[config.mk]
export PLATFORM = sky130hd
export DESIGN_NAME = tmr_ctrl_if
export DESIGN_NICKNAME = d
export VERILOG_FILES = /design/src/rtl/tmr_ctrl_pkg.sv /design/src/rtl/tmr_cmd_decode.sv /design/src/rtl/tmr_chan_regs.sv /design/src/rtl/tmr_ctrl_if.sv
export SDC_FILE = /design/constraint.sdc
export NUM_CORES = 1
export LEC_CHECK = 0
export BUFFER_PORTS_ARGS = -buffer_cell sky130_fd_sc_hd__buf_2
export CELL_PAD_IN_SITES_DETAIL_PLACEMENT = 1
export CELL_PAD_IN_SITES_GLOBAL_PLACEMENT = 2
export CORE_UTILIZATION = 35
export CTS_BUF_LIST = sky130_fd_sc_hd__clkbuf_8
export CTS_CLUSTER_DIAMETER = 120
export DETAILED_ROUTE_END_ITERATION = 6
export PLACE_DENSITY = 0.94
export SYNTH_ARGS = -nofsm -noshare
export SYNTH_HDL_FRONTEND = slang
export SYNTH_SLANG_ARGS = --single-unit
[constraint.sdc]
create_clock -name clk -period 1.9 [get_ports clk]
set_input_delay 0.285 -clock clk [delete_from_list [all_inputs] [get_ports clk]]
set_output_delay 0.285 -clock clk [all_outputs]
set_load 0.03 [all_outputs]
[src/rtl/tmr_ctrl_pkg.sv]
package tmr_ctrl_pkg;

   typedef enum logic [1:0] {
      ACC_CAPTURE = 2'd0,
      ACC_LO      = 2'd1,
      ACC_HI      = 2'd2,
      ACC_WORD    = 2'd3
   } acc_e;

   typedef struct packed {
      logic [1:0] sel;
      logic [1:0] acc;
      logic [2:0] mode;
      logic       bcd;
   } ctrl_word_t;

   localparam logic [1:0] SEL_READBACK = 2'd3;
   localparam logic [1:0] ADDR_CTRL    = 2'd3;

endpackage

[src/rtl/tmr_cmd_decode.sv]
module tmr_cmd_decode
   import tmr_ctrl_pkg::*;
#(
   parameter int NUM_CH     = 3,
   parameter int DATA_W     = 8,
   parameter bit MODE_ALIAS = 1'b1
) (
   input  logic              wr_en,
   input  logic [1:0]        addr,
   input  logic [DATA_W-1:0] wdata,
   output logic [NUM_CH-1:0] cfg_wr,
   output logic [NUM_CH-1:0] data_wr,
   output logic [NUM_CH-1:0] cnt_grab,
   output logic [NUM_CH-1:0] st_grab,
   output logic [1:0]        new_acc,
   output logic [2:0]        new_mode,
   output logic              new_bcd
);

   ctrl_word_t cw;
   logic       is_ctrl;
   logic       is_rb;

   assign cw      = ctrl_word_t'(wdata[7:0]);
   assign is_ctrl = wr_en && (addr == ADDR_CTRL);
   assign is_rb   = is_ctrl && (cw.sel == SEL_READBACK);
   assign new_acc = cw.acc;
   assign new_bcd = cw.bcd;

   generate
      if (MODE_ALIAS) begin : g_fold
         assign new_mode = (cw.mode[2] && cw.mode[1]) ? {1'b0, cw.mode[1:0]} : cw.mode;
      end else begin : g_raw
         assign new_mode = cw.mode;
      end
   endgenerate

   generate
      for (genvar i = 0; i < NUM_CH; i++) begin : g_ch
         logic named;
         assign named      = is_ctrl && (cw.sel == 2'(i));
         assign data_wr[i] = wr_en && (addr == 2'(i));
         assign cfg_wr[i]  = named && (cw.acc != ACC_CAPTURE);
         assign cnt_grab[i] = (named && (cw.acc == ACC_CAPTURE))
                            || (is_rb && wdata[i+1] && !wdata[5]);
         assign st_grab[i]  = is_rb && wdata[i+1] && !wdata[4];
      end
   endgenerate

endmodule

[src/rtl/tmr_chan_regs.sv]
module tmr_chan_regs
   import tmr_ctrl_pkg::*;
#(
   parameter int DATA_W = 8,
   localparam int CNT_W = 2 * DATA_W
) (
   input  logic              clk,
   input  logic              rst_n,
   input  logic              cfg_wr,
   input  logic [1:0]        new_acc,
   input  logic [2:0]        new_mode,
   input  logic              new_bcd,
   input  logic              data_wr,
   input  logic [DATA_W-1:0] wdata,
   input  logic              cnt_grab,
   input  logic              st_grab,
   input  logic              rd_hit,
   input  logic [CNT_W-1:0]  live,
   input  logic              out_lvl,
   input  logic              loaded,
   output logic [2:0]        mode,
   output logic              bcd,
   output logic [CNT_W-1:0]  reload,
   output logic              load,
   output logic [DATA_W-1:0] rbyte
);

   logic [1:0]        acc;
   logic              wr_hi;
   logic              rd_hi;
   logic [DATA_W-1:0] hold;
   logic [1:0]        snap_state;
   logic [CNT_W-1:0]  snap_val;
   logic              st_pend;
   logic [7:0]        st_val;
   logic              null_cnt;
   logic              load_now;
   logic [CNT_W-1:0]  load_val;

   always_comb begin
      if (st_pend)
         rbyte = DATA_W'(st_val);
      else if (snap_state != 2'd0)
         rbyte = (snap_state == ACC_HI) ? snap_val[CNT_W-1:DATA_W] : snap_val[DATA_W-1:0];
      else if ((acc == ACC_HI) || ((acc == ACC_WORD) && rd_hi))
         rbyte = live[CNT_W-1:DATA_W];
      else
         rbyte = live[DATA_W-1:0];
   end

   always_comb begin
      load_now = 1'b0;
      load_val = '0;
      if (data_wr) begin
         unique case (acc)
            ACC_HI:   begin load_now = 1'b1; load_val = {wdata, {DATA_W{1'b0}}}; end
            ACC_WORD: begin load_now = wr_hi; load_val = {wdata, hold}; end
            default:  begin load_now = 1'b1; load_val = {{DATA_W{1'b0}}, wdata}; end
         endcase
      end
   end

   always_ff @(posedge clk) begin
      if (!rst_n) begin
         acc        <= ACC_WORD;
         mode       <= '0;
         bcd        <= 1'b0;
         wr_hi      <= 1'b0;
         rd_hi      <= 1'b0;
         hold       <= '0;
         snap_state <= '0;
         snap_val   <= '0;
         st_pend    <= 1'b0;
         st_val     <= '0;
         null_cnt   <= 1'b0;
         reload     <= '0;
         load       <= 1'b0;
      end else begin
         load <= load_now;
         if (load_now) begin
            reload   <= load_val;
            null_cnt <= 1'b1;
         end else if (loaded) begin
            null_cnt <= 1'b0;
         end

         if (data_wr && (acc == ACC_WORD)) begin
            wr_hi <= ~wr_hi;
            if (!wr_hi) hold <= wdata;
         end

         if (rd_hit) begin
            if (st_pend)
               st_pend <= 1'b0;
            else if (snap_state == ACC_WORD)
               snap_state <= ACC_HI;
            else if (snap_state != 2'd0)
               snap_state <= 2'd0;
            else if (acc == ACC_WORD)
               rd_hi <= ~rd_hi;
         end

         if (cnt_grab && (snap_state == 2'd0)) begin
            snap_val   <= live;
            snap_state <= acc;
         end
         if (st_grab && !st_pend) begin
            st_pend <= 1'b1;
            st_val  <= {out_lvl, null_cnt, acc, mode, bcd};
         end

         if (cfg_wr) begin
            acc   <= new_acc;
            mode  <= new_mode;
            bcd   <= new_bcd;
            wr_hi <= 1'b0;
            rd_hi <= 1'b0;
         end
      end
   end

endmodule

[src/rtl/tmr_ctrl_if.sv]
module tmr_ctrl_if
   import tmr_ctrl_pkg::*;
#(
   parameter int NUM_CH     = 3,
   parameter int DATA_W     = 8,
   parameter bit MODE_ALIAS = 1'b1,
   localparam int CNT_W     = 2 * DATA_W
) (
   input  logic                    clk,
   input  logic                    rst_n,
   input  logic                    wr_en,
   input  logic                    rd_en,
   input  logic [1:0]              addr,
   input  logic [DATA_W-1:0]       wdata,
   output logic [DATA_W-1:0]       rdata,
   input  logic [NUM_CH*CNT_W-1:0] live_count,
   input  logic [NUM_CH-1:0]       chan_out,
   input  logic [NUM_CH-1:0]       chan_loaded,
   output logic [NUM_CH*3-1:0]     chan_mode,
   output logic [NUM_CH-1:0]       chan_bcd,
   output logic [NUM_CH*CNT_W-1:0] chan_reload,
   output logic [NUM_CH-1:0]       chan_load
);

   generate
      if (NUM_CH < 1 || NUM_CH > 3) begin : g_bad_ch
         $error("tmr_ctrl_if: NUM_CH must be 1 to 3");
      end
      if (DATA_W != 8) begin : g_bad_w
         $error("tmr_ctrl_if: DATA_W must be 8");
      end
   endgenerate

   logic [NUM_CH-1:0] cfg_wr, data_wr, cnt_grab, st_grab;
   logic [1:0]        new_acc;
   logic [2:0]        new_mode;
   logic              new_bcd;
   logic [DATA_W-1:0] rbyte [NUM_CH];
   logic [DATA_W-1:0] sel_byte;

   tmr_cmd_decode #(
      .NUM_CH(NUM_CH), .DATA_W(DATA_W), .MODE_ALIAS(MODE_ALIAS)
   ) u_dec (
      .wr_en(wr_en), .addr(addr), .wdata(wdata),
      .cfg_wr(cfg_wr), .data_wr(data_wr), .cnt_grab(cnt_grab), .st_grab(st_grab),
      .new_acc(new_acc), .new_mode(new_mode), .new_bcd(new_bcd)
   );

   generate
      for (genvar i = 0; i < NUM_CH; i++) begin : g_ch
         tmr_chan_regs #(.DATA_W(DATA_W)) u_regs (
            .clk(clk), .rst_n(rst_n),
            .cfg_wr(cfg_wr[i]), .new_acc(new_acc), .new_mode(new_mode), .new_bcd(new_bcd),
            .data_wr(data_wr[i]), .wdata(wdata),
            .cnt_grab(cnt_grab[i]), .st_grab(st_grab[i]),
            .rd_hit(rd_en && (addr == 2'(i))),
            .live(live_count[i*CNT_W +: CNT_W]),
            .out_lvl(chan_out[i]), .loaded(chan_loaded[i]),
            .mode(chan_mode[i*3 +: 3]), .bcd(chan_bcd[i]),
            .reload(chan_reload[i*CNT_W +: CNT_W]), .load(chan_load[i]),
            .rbyte(rbyte[i])
         );
      end
   endgenerate

   always_comb begin
      sel_byte = '0;
      for (int i = 0; i < NUM_CH; i++)
         if (addr == 2'(i)) sel_byte = rbyte[i];
   end

   always_ff @(posedge clk) begin
      if (!rst_n)
         rdata <= '0;
      else if (rd_en)
         rdata <= sel_byte;
   end

endmodule

==> results of run 1 <==
sequential cells by signal (all words and copies together) (netlist names):
register                flops
g_ch.u_regs.snap_val       48
g_ch.u_regs.st_val         24
g_ch.u_regs.load            3
g_ch.u_regs.rd_hi           3
rdata                       8
g_ch.u_regs.st_pend         3
g_ch.u_regs.acc             6
g_ch.u_regs.hold           24
g_ch.u_regs.snap_state      6
g_ch.u_regs.bcd             3
g_ch.u_regs.mode            9
g_ch.u_regs.reload         48
g_ch.u_regs.null_cnt        3
g_ch.u_regs.wr_hi           3
worst max path at each step:
stage	cells after the start	slack (ns)	end
after floorplan	7	0.29	g_ch[2].u_regs.st_val[1]$_SDFFE_PN0P_
after global placement	6	0.08	g_ch[2].u_regs.reload[6]$_SDFFE_PN0P_
after detailed placement	5	-0.005	rdata[7]$_SDFFE_PN0P_
after CTS	5	0.07	rdata[7]$_SDFFE_PN0P_
after global routing	5	0.06	rdata[6]$_SDFFE_PN0P_
final	4	0.14	rdata[7]$_SDFFE_PN0P_
power by group:
| part | internal (W) | total, W | switching (W) |
|---|---|---|---|
| registers | 0.00407 | 0.00413 | 0.0000583 |
| clock network | 0.00113 | 0.00284 | 0.00170 |
| logic | 0.000296 | 0.000786 | 0.000490 |
cells by family (layout without fill, tap and decap cells):
logic type | Yosys count | count (layout) | synth area share
buffers and inverters | 103 | 247 | 0.0578
AO/OA/AOI/OAI | 206 | 206 | 0.165
multiplexers | 107 | 107 | 0.128
flip-flops | 191 | 191 | 0.453
XOR/XNOR | 5 | 5 | 0.00519
AND/OR/NAND/NOR | 360 | 360 | 0.191
worst min-delay path: stages:
cell                      delay [ns]
sky130_fd_sc_hd__buf_2          0.10
sky130_fd_sc_hd__nand2_1        0.05
sky130_fd_sc_hd__a21oi_1        0.05
stage by stage:
stage                     std cells  area [sq um]  TNS [ns]
final                          1435         10100         0
after global routing           1435         10100         0
after CTS                      1432         10000         0
after floorplan                 972          8440         0
after global placement         1400          9590         0
after detailed placement       1400          9590  -0.00486
cell usage in the layout (no fill, tap or decap), drive strengths merged, types with 10 or more instances in the layout:
cell type,count
buf,200
dfxtp,191
nor2,147
mux2i,99
nand2,97
a21oi,72
o21ai,34
nand3,33
nor3,32
inv,22
clkbuf,17
a221oi,14
o221ai,14
a221o,12
nor2b,12
o21a,11
and3,10
a211oi,10
layer usage:
metal | vias up | track usage | wire length [um]
li1 | 3656 | - | -
met1 | 3702 | 0.279 | 11600
met2 | 158 | 0.381 | 13200
met3 | 25 | 0.0435 | 1390
met4 | 0 | 0.0564 | 378
met5 | - | 0 | 0
timing repair:
action | in CTS | in global routing
buffers inserted | 0 | 3
hold buffers | 0 | 0
resized for setup | 1 | 2
pin swaps | 0 | 2
endpoints found under the setup margin | 1 | 12
final cells by class:
cell class              count  area [sq um]
inverters                  15          58.8
multi-input cells         678          4140
clock inverters            15           185
clock buffers              17           234
fillers                  2836         13500
flip-flops and latches    191          3820
well taps                 319           399
repair buffers            200          1220
==> impl_summary.md, run 1 <==
Clocking
Counting along the longest clock path gives a buffer depth of 2. TritonCTS built the clock tree. CTS placed an instance of sky130_fd_sc_hd__clkbuf_8 at the clock tree root. The number of sinks handled by clock tree synthesis is 191.

The number of levels in the clock H-tree is 4. The clock transition time at the flip-flop clock pins of the worst setup and hold paths is 0.11 ns. The total clock buffers created by CTS is 17. The clock latency on the worst-skew pair is 0.49 ns.

Die
The x dimension of the die is 157 um. The overall die area is 24700 sq um. For this configuration, the core starts out at a cell density of 0.358. In this run the core area contains 56 standard-cell rows. The number of ports placed on the die boundary is 139.

The y dimension of the die is 157 um. In this run the standard cell core region covers 23500 sq um.

Timing
The count of final hold-check violations is 0. Setup violations remaining at the end of the flow were counted as 0. Headroom to the max-slew limit came out at 0.458. The least setup slack across all paths after layout is 0.143 ns. In the finished design, the share of the clock period the worst path needs comes to 0.925. Across the routed clock network, the largest skew measured is 0.0153 ns. Setup repair after global routing left no endpoint under its margin. The minimum period implied by the final worst setup slack is 1.76 ns.

The slew at the pin closest to its max-slew limit is 0.808 ns. The number of pins exceeding their max-slew limit in the final report is 0. The tightest hold path in the finished design has a slack of 0.0503 ns. The maximum achievable frequency is 569 MHz.

Placement
The final estimated routing congestion in global placement is 0.785. The quantity of I/O buffers inserted on ports is 138. The final HPWL from detailed placement is 19.1 mm. At the placement stage, the worst setup path has a slack of -0.00486 ns.

Worst setup path
Traced cell by cell, the critical path runs through nor2_1 > and3_1 > a221oi_1 > o221ai_1. The launch point of the worst path is g_ch[1].u_regs.snap_state[1]$_SDFFE_PN0P_. The count of buffering cells on the critical path with inverters included is 0. The worst setup path is launched from a register.

The kind of cell adding the most delay to the critical path is compound AO/OA/AOI/OAI gates. In this run the critical register-to-register path is captured at rdata[7]$_SDFFE_PN0P_. In this run the critical register-to-register path is launched from g_ch[1].u_regs.snap_state[1]$_SDFFE_PN0P_. For this design, the slowest cell found on the critical path is sky130_fd_sc_hd__a221oi_1. Setup slack on the worst reg-to-reg path comes out at 0.14 ns. In this run the worst path has a maximum fanout of 8. In this design, the stage delay of the slowest critical-path cell is 0.58 ns. The worst reg-to-reg path cell count is 4.

The data arrival time of the critical path is 2.09 ns. The required time of the critical path is 2.23 ns. The kind of critical path is register to register. The worst setup path is captured at a register.

Yosys
Of the post-synthesis cell area, the dominant cell type holds 0.453. The cell area after synthesis is 8440 sq um. The share of flip-flops with an asynchronous set or reset is 0. Ranked by total cell area, the synthesized netlist is headed by sky130_fd_sc_hd__dfxtp_1 45%, sky130_fd_sc_hd__mux2i_1 12%, sky130_fd_sc_hd__nor2_1 6.5%, sky130_fd_sc_hd__nand2_1 4.3%, sky130_fd_sc_hd__a21oi_1 4.3%. After synthesis the netlist holds a flip-flop and latch count of 191. A synthesized cell averages 8.68 sq um.

Synthesis instantiated 52 different standard cells from the library. The most used flip-flop cell after synthesis is sky130_fd_sc_hd__dfxtp_1. By count the netlist is led by 191 x sky130_fd_sc_hd__dfxtp_1, 145 x sky130_fd_sc_hd__nor2_1, 99 x sky130_fd_sc_hd__mux2i_1. The sequential area share after synthesis is 0.453. The library cell occupying the most area in the post-synthesis netlist is sky130_fd_sc_hd__dfxtp_1.

The number of enable-type register cells in the synthesized netlist is 0. The count of yosys warnings during synthesis is 0. After technology mapping, the gate count stands at 972.

When the netlist entered floorplanning its net count stood at 1040. The most frequent cell after synthesis is sky130_fd_sc_hd__dfxtp_1.

Global route
Entering global routing, the biggest net connects 71 pins. Across every metal layer, demand over resource in global routing totals 0.221. The number of global-route vias before repair came to 7720. The wire length of the first global-routing pass is 42.0 mm.

The initial antenna violation count is 0. After global routing the overflow that remains totals 0.

Power and ir drop
The areal power density over the cells is 771 nW/um^2. The total power is 0.00775 W. The analysis attributes to cell leakage a power of 4.22 nW. The largest vdd supply drop is 379 uV.

Finish
The total number of nets in the final design is 1171. In the final layout, the share of cells above drive strength 1 is 0.229. The number of antenna diodes in the final layout is 0. From synthesis to final layout, the design area changed by 19.2%. The share of the core filled with cells is 0.427.

Routing
The violation count after the first detailed-routing iteration is 461. The via density per instance is 5.26. After detailed routing, the number of remaining DRC violations is 0.

Summed over all layers, the routed wires come to 26.5 mm. The first TritonRoute pass finished after 4 iterations. In the final routed layout, each cell accounts on average for 18.5 um.

The total vias in the final route is 7541. The remaining number of nets flagged by the antenna check after routing is 0.

Min path
The hold path startpoint is live_count[11]. For hold timing, the worst endpoint is g_ch[0].u_regs.snap_val[11]$_SDFFE_PN0P_. The tightest min-delay check is of the input port to register type. The cell depth of the worst min-delay path is 3.

Status
The flow ran to the end, and the final reports show no timing, DRC or antenna violations.

Run
The number of violations of the max-capacitance limit is 0.
Note: power is estimated with default switching activity, not from simulation.
==> run 2: changes to the inputs <==
Settings changed: CORE_UTILIZATION 35 to 32, PLACE_DENSITY 0.94 to 0.91.
Clock period 1.9 ns to 1.6 ns, I/O delays scaled along.
==> impl_summary.md, run 2 (synthesis gave the netlist of run 1 again) <==
Timing
For the finished layout, the period the worst path requires is 1.55 ns. Setup repair after global routing could not meet its margin everywhere. At the pin with the least slew margin, the transition time is 0.511 ns.

Of the available clock period, the critical path in the final layout requires 0.971. The remaining max-slew budget at the tightest pin is 0.660. In the final timing run, aggregate negative setup slack is 0 ns. Setup violations remaining at the end of the flow were counted as 0. Between clock sinks in the finished design, the worst skew comes to 0.0188 ns. The maximum achievable frequency is 644 MHz.

The number of pins exceeding their max-slew limit in the final report is 0. The count of final hold-check violations is 0.

Die
For this configuration, the core starts out at a cell density of 0.325. The x dimension of the die is 164 um. The area of the core is 26000 sq um. The overall die area is 27000 sq um. In this run the count of I/O pins placed on the die edge is 139.

In this run the core area contains 59 standard-cell rows. The die is 164 um tall.

Min path
The path type of the worst min-delay path is input port to register. The cell depth of the worst min-delay path is 3. The hold path startpoint is live_count[3].

The worst hold path terminates at g_ch[0].u_regs.snap_val[3]$_SDFFE_PN0P_.

Clocking
No sink is reached through more buffers than the 2 on the longest clock path. The total clock buffers created by CTS is 17. The clock latency on the worst-skew pair is 0.48 ns. The H-tree was split into 4 levels. The CTS tree is yes.

The clock transition time at the flip-flop clock pins of the worst setup and hold paths is 0.12 ns. The tree is rooted in a sky130_fd_sc_hd__clkbuf_8. For this design, the sink count on the clock tree is 191.

Routing
Wires add up to 27.6 mm. For this run, design rule violations remaining after detail routing come to 0. In the routed layout, each cell is associated on average with a via count of 5.14. In the final routed layout, each cell accounts on average for 18.3 um. Across all layers, the routed design uses 7774 vias.

The detail route stage leaves a number of antenna-violating nets equal to 0. The violation count after the first detailed-routing iteration is 440. The number of iterations in the first detailed-routing pass is 6.

Placement
The number of cells in the design after placement is 1456. Summed over all nets, the half-perimeter wirelength after detailed placement is 19.8 mm. The cell area reported after detailed placement is 10100 sq um. During placement, the flow inserted port buffers numbering 138. The final estimated routing congestion in global placement is 0.817.

Finish
The largest registers in the layout are g_ch.u_regs.reload: 48 flops, g_ch.u_regs.snap_val: 48 flops. Leaving out fill and tap cells, the most frequent cells in the layout are 185 x sky130_fd_sc_hd__dfxtp_1, 144 x sky130_fd_sc_hd__nor2_1, 138 x sky130_fd_sc_hd__buf_2. The fraction of layout cells with a size suffix above 1 is 0.279.

The total number of nets in the final design is 1232. The final instance area is 10800 sq um. The final cell count without fillers is 1513.

The most common library cell in the layout ignoring fill and taps is sky130_fd_sc_hd__dfxtp_1. For this run, the share of the core covered by cells in the final layout is 0.416. The growth of design area from synthesis to finish is 28.0%. Fill cells in the final layout number 3101.

Global route
The overflow left after global routing is 0. The wire length of the first global-routing pass is 41.7 mm. The total routing resource utilization after global routing is 0.201. The initial antenna violation count was 1.

The largest net degree at the start of global routing is 39. The number of global-route vias before repair was 7713.

Worst setup path
Walking the worst path, the cells encountered are or2_2 > a21oi_2 > buf_4 > buf_4 > a221oi_1 > o221ai_1. The kind of critical path is register to register. The required time of the critical path is 1.94 ns.

STA classifies the critical path startpoint as a register. The slowest stage of the critical path is the sky130_fd_sc_hd__dfxtp_1 cell. The minimum setup slack among reg-to-reg paths is 0.05 ns. The maximum net fanout on the critical path is 7. The delay of the slowest cell on the worst path is 0.39 ns. The startpoint of the lowest-slack register-to-register path is g_ch[1].u_regs.snap_state[1]$_SDFFE_PN0P_. The type of destination of the critical path is a register. For the worst setup path, the data arrival time is 1.89 ns. The most frequent cell on the critical path is sky130_fd_sc_hd__buf_4. Measured in cells, the most critical reg-to-reg path has a length of 6. The capture point of the worst reg-to-reg path is rdata[4]$_SDFFE_PN0P_.

Power and ir drop
The areal power density over the cells is 854 nW/um^2. Across the VDD grid, the largest voltage drop is 462 uV. The leakage power figure is 4.55 nW. Total power for the finished layout comes to 0.00922 W.

Run
Max-cap violations in this run came to 0.

Status
The flow ran to the end, and the final reports show no timing, DRC or antenna violations.
run 2: cell count changes in the layout (fill, tap and decap cells not counted), sizes merged:
cell | before | now
buf | 200 | 243
dlygate4sd3 | 0 | 17
clkinvlp | 0 | 3
inv | 22 | 19
diode | 0 | 1
or2 | 3 | 4
run 2: worst max-delay path: cells and delay by family (launching register included):
kind	cells	cell delay, ns
AO/OA/AOI/OAI	3	0.54
flip-flops	1	0.39
buffers and inverters	2	0.32
AND/OR/NAND/NOR	1	0.15
run 2: worst max path at each step:
| stage | cells after the start | slack (ns) | end | from |
|---|---|---|---|---|
| floorplan | 7 | 0.04 | g_ch[2].u_regs.st_val[1]$_SDFFE_PN0P_ | wdata[7] |
| finish | 6 | 0.05 | rdata[4]$_SDFFE_PN0P_ | g_ch[1].u_regs.snap_state[1]$_SDFFE_PN0P_ |
| CTS | 7 | -0.02 | rdata[0]$_SDFFE_PN0P_ | g_ch[2].u_regs.rd_hi$_SDFFE_PP0P_ |
| global placement | 8 | -0.14 | g_ch[1].u_regs.st_val[6]$_SDFFE_PN0P_ | addr[0] |
| detailed placement | 8 | -0.25 | g_ch[1].u_regs.st_val[1]$_SDFFE_PN0P_ | addr[0] |
| global route | 7 | -0.05 | g_ch[2].u_regs.hold[1]$_SDFFE_PN0P_ | g_ch[2].u_regs.acc[1]$_SDFFE_PN1P_ |
run 2: timing repair:
item,in CTS,in global routing
buffers inserted,2,4
setup endpoints to repair,13,38
resized for setup,15,31
pin swaps,2,5
hold endpoints to repair,16,1
hold buffers,16,1
cloned,0,1
run 2: area by class of cell:
class / instances / area (sq um) / area share
clock inverter: 15 / 154 / 0.0142
tap: 335 / 419 / 0.0388
sequential: 191 / 3830 / 0.355
clock buffer: 17 / 234 / 0.0217
timing repair buffer: 260 / 1840 / 0.170
inverter: 15 / 62.6 / 0.00579
multi-input combinational: 679 / 4260 / 0.394
antenna: 1 / 2.50 / 0.000232
run 2: power by group:
| group | leakage [nW] | internal (W) | switching, W | total (W) |
|---|---|---|---|---|
| combinational | 2.81 | 0.000476 | 0.000628 | 0.00110 |
| clock | 0.195 | 0.00129 | 0.00193 | 0.00321 |
| sequential | 1.55 | 0.00484 | 0.0000667 | 0.00490 |
| total | 4.55 | 0.00660 | 0.00262 | 0.00922 |
run 2: routing by layer:
metal  part of all wire  GRT usage  vias to the layer above
met5                  0          0                        -
met4              0.019     0.0634                        0
met3              0.052     0.0434                       36
met2               0.49      0.344                      151
met1               0.44      0.251                     3812
li1                   -          -                     3775
run 2: per-stage QoR:
step / setup WS [ns] / hold WS, ns
after detailed placement: -0.248 / 0.446
after floorplan: 0.0391 / 0.380
after global routing: -0.0543 / 0.00138
after CTS: -0.0175 / 0.000326
final: 0.0471 / 0.0190
after global placement: -0.140 / 0.439
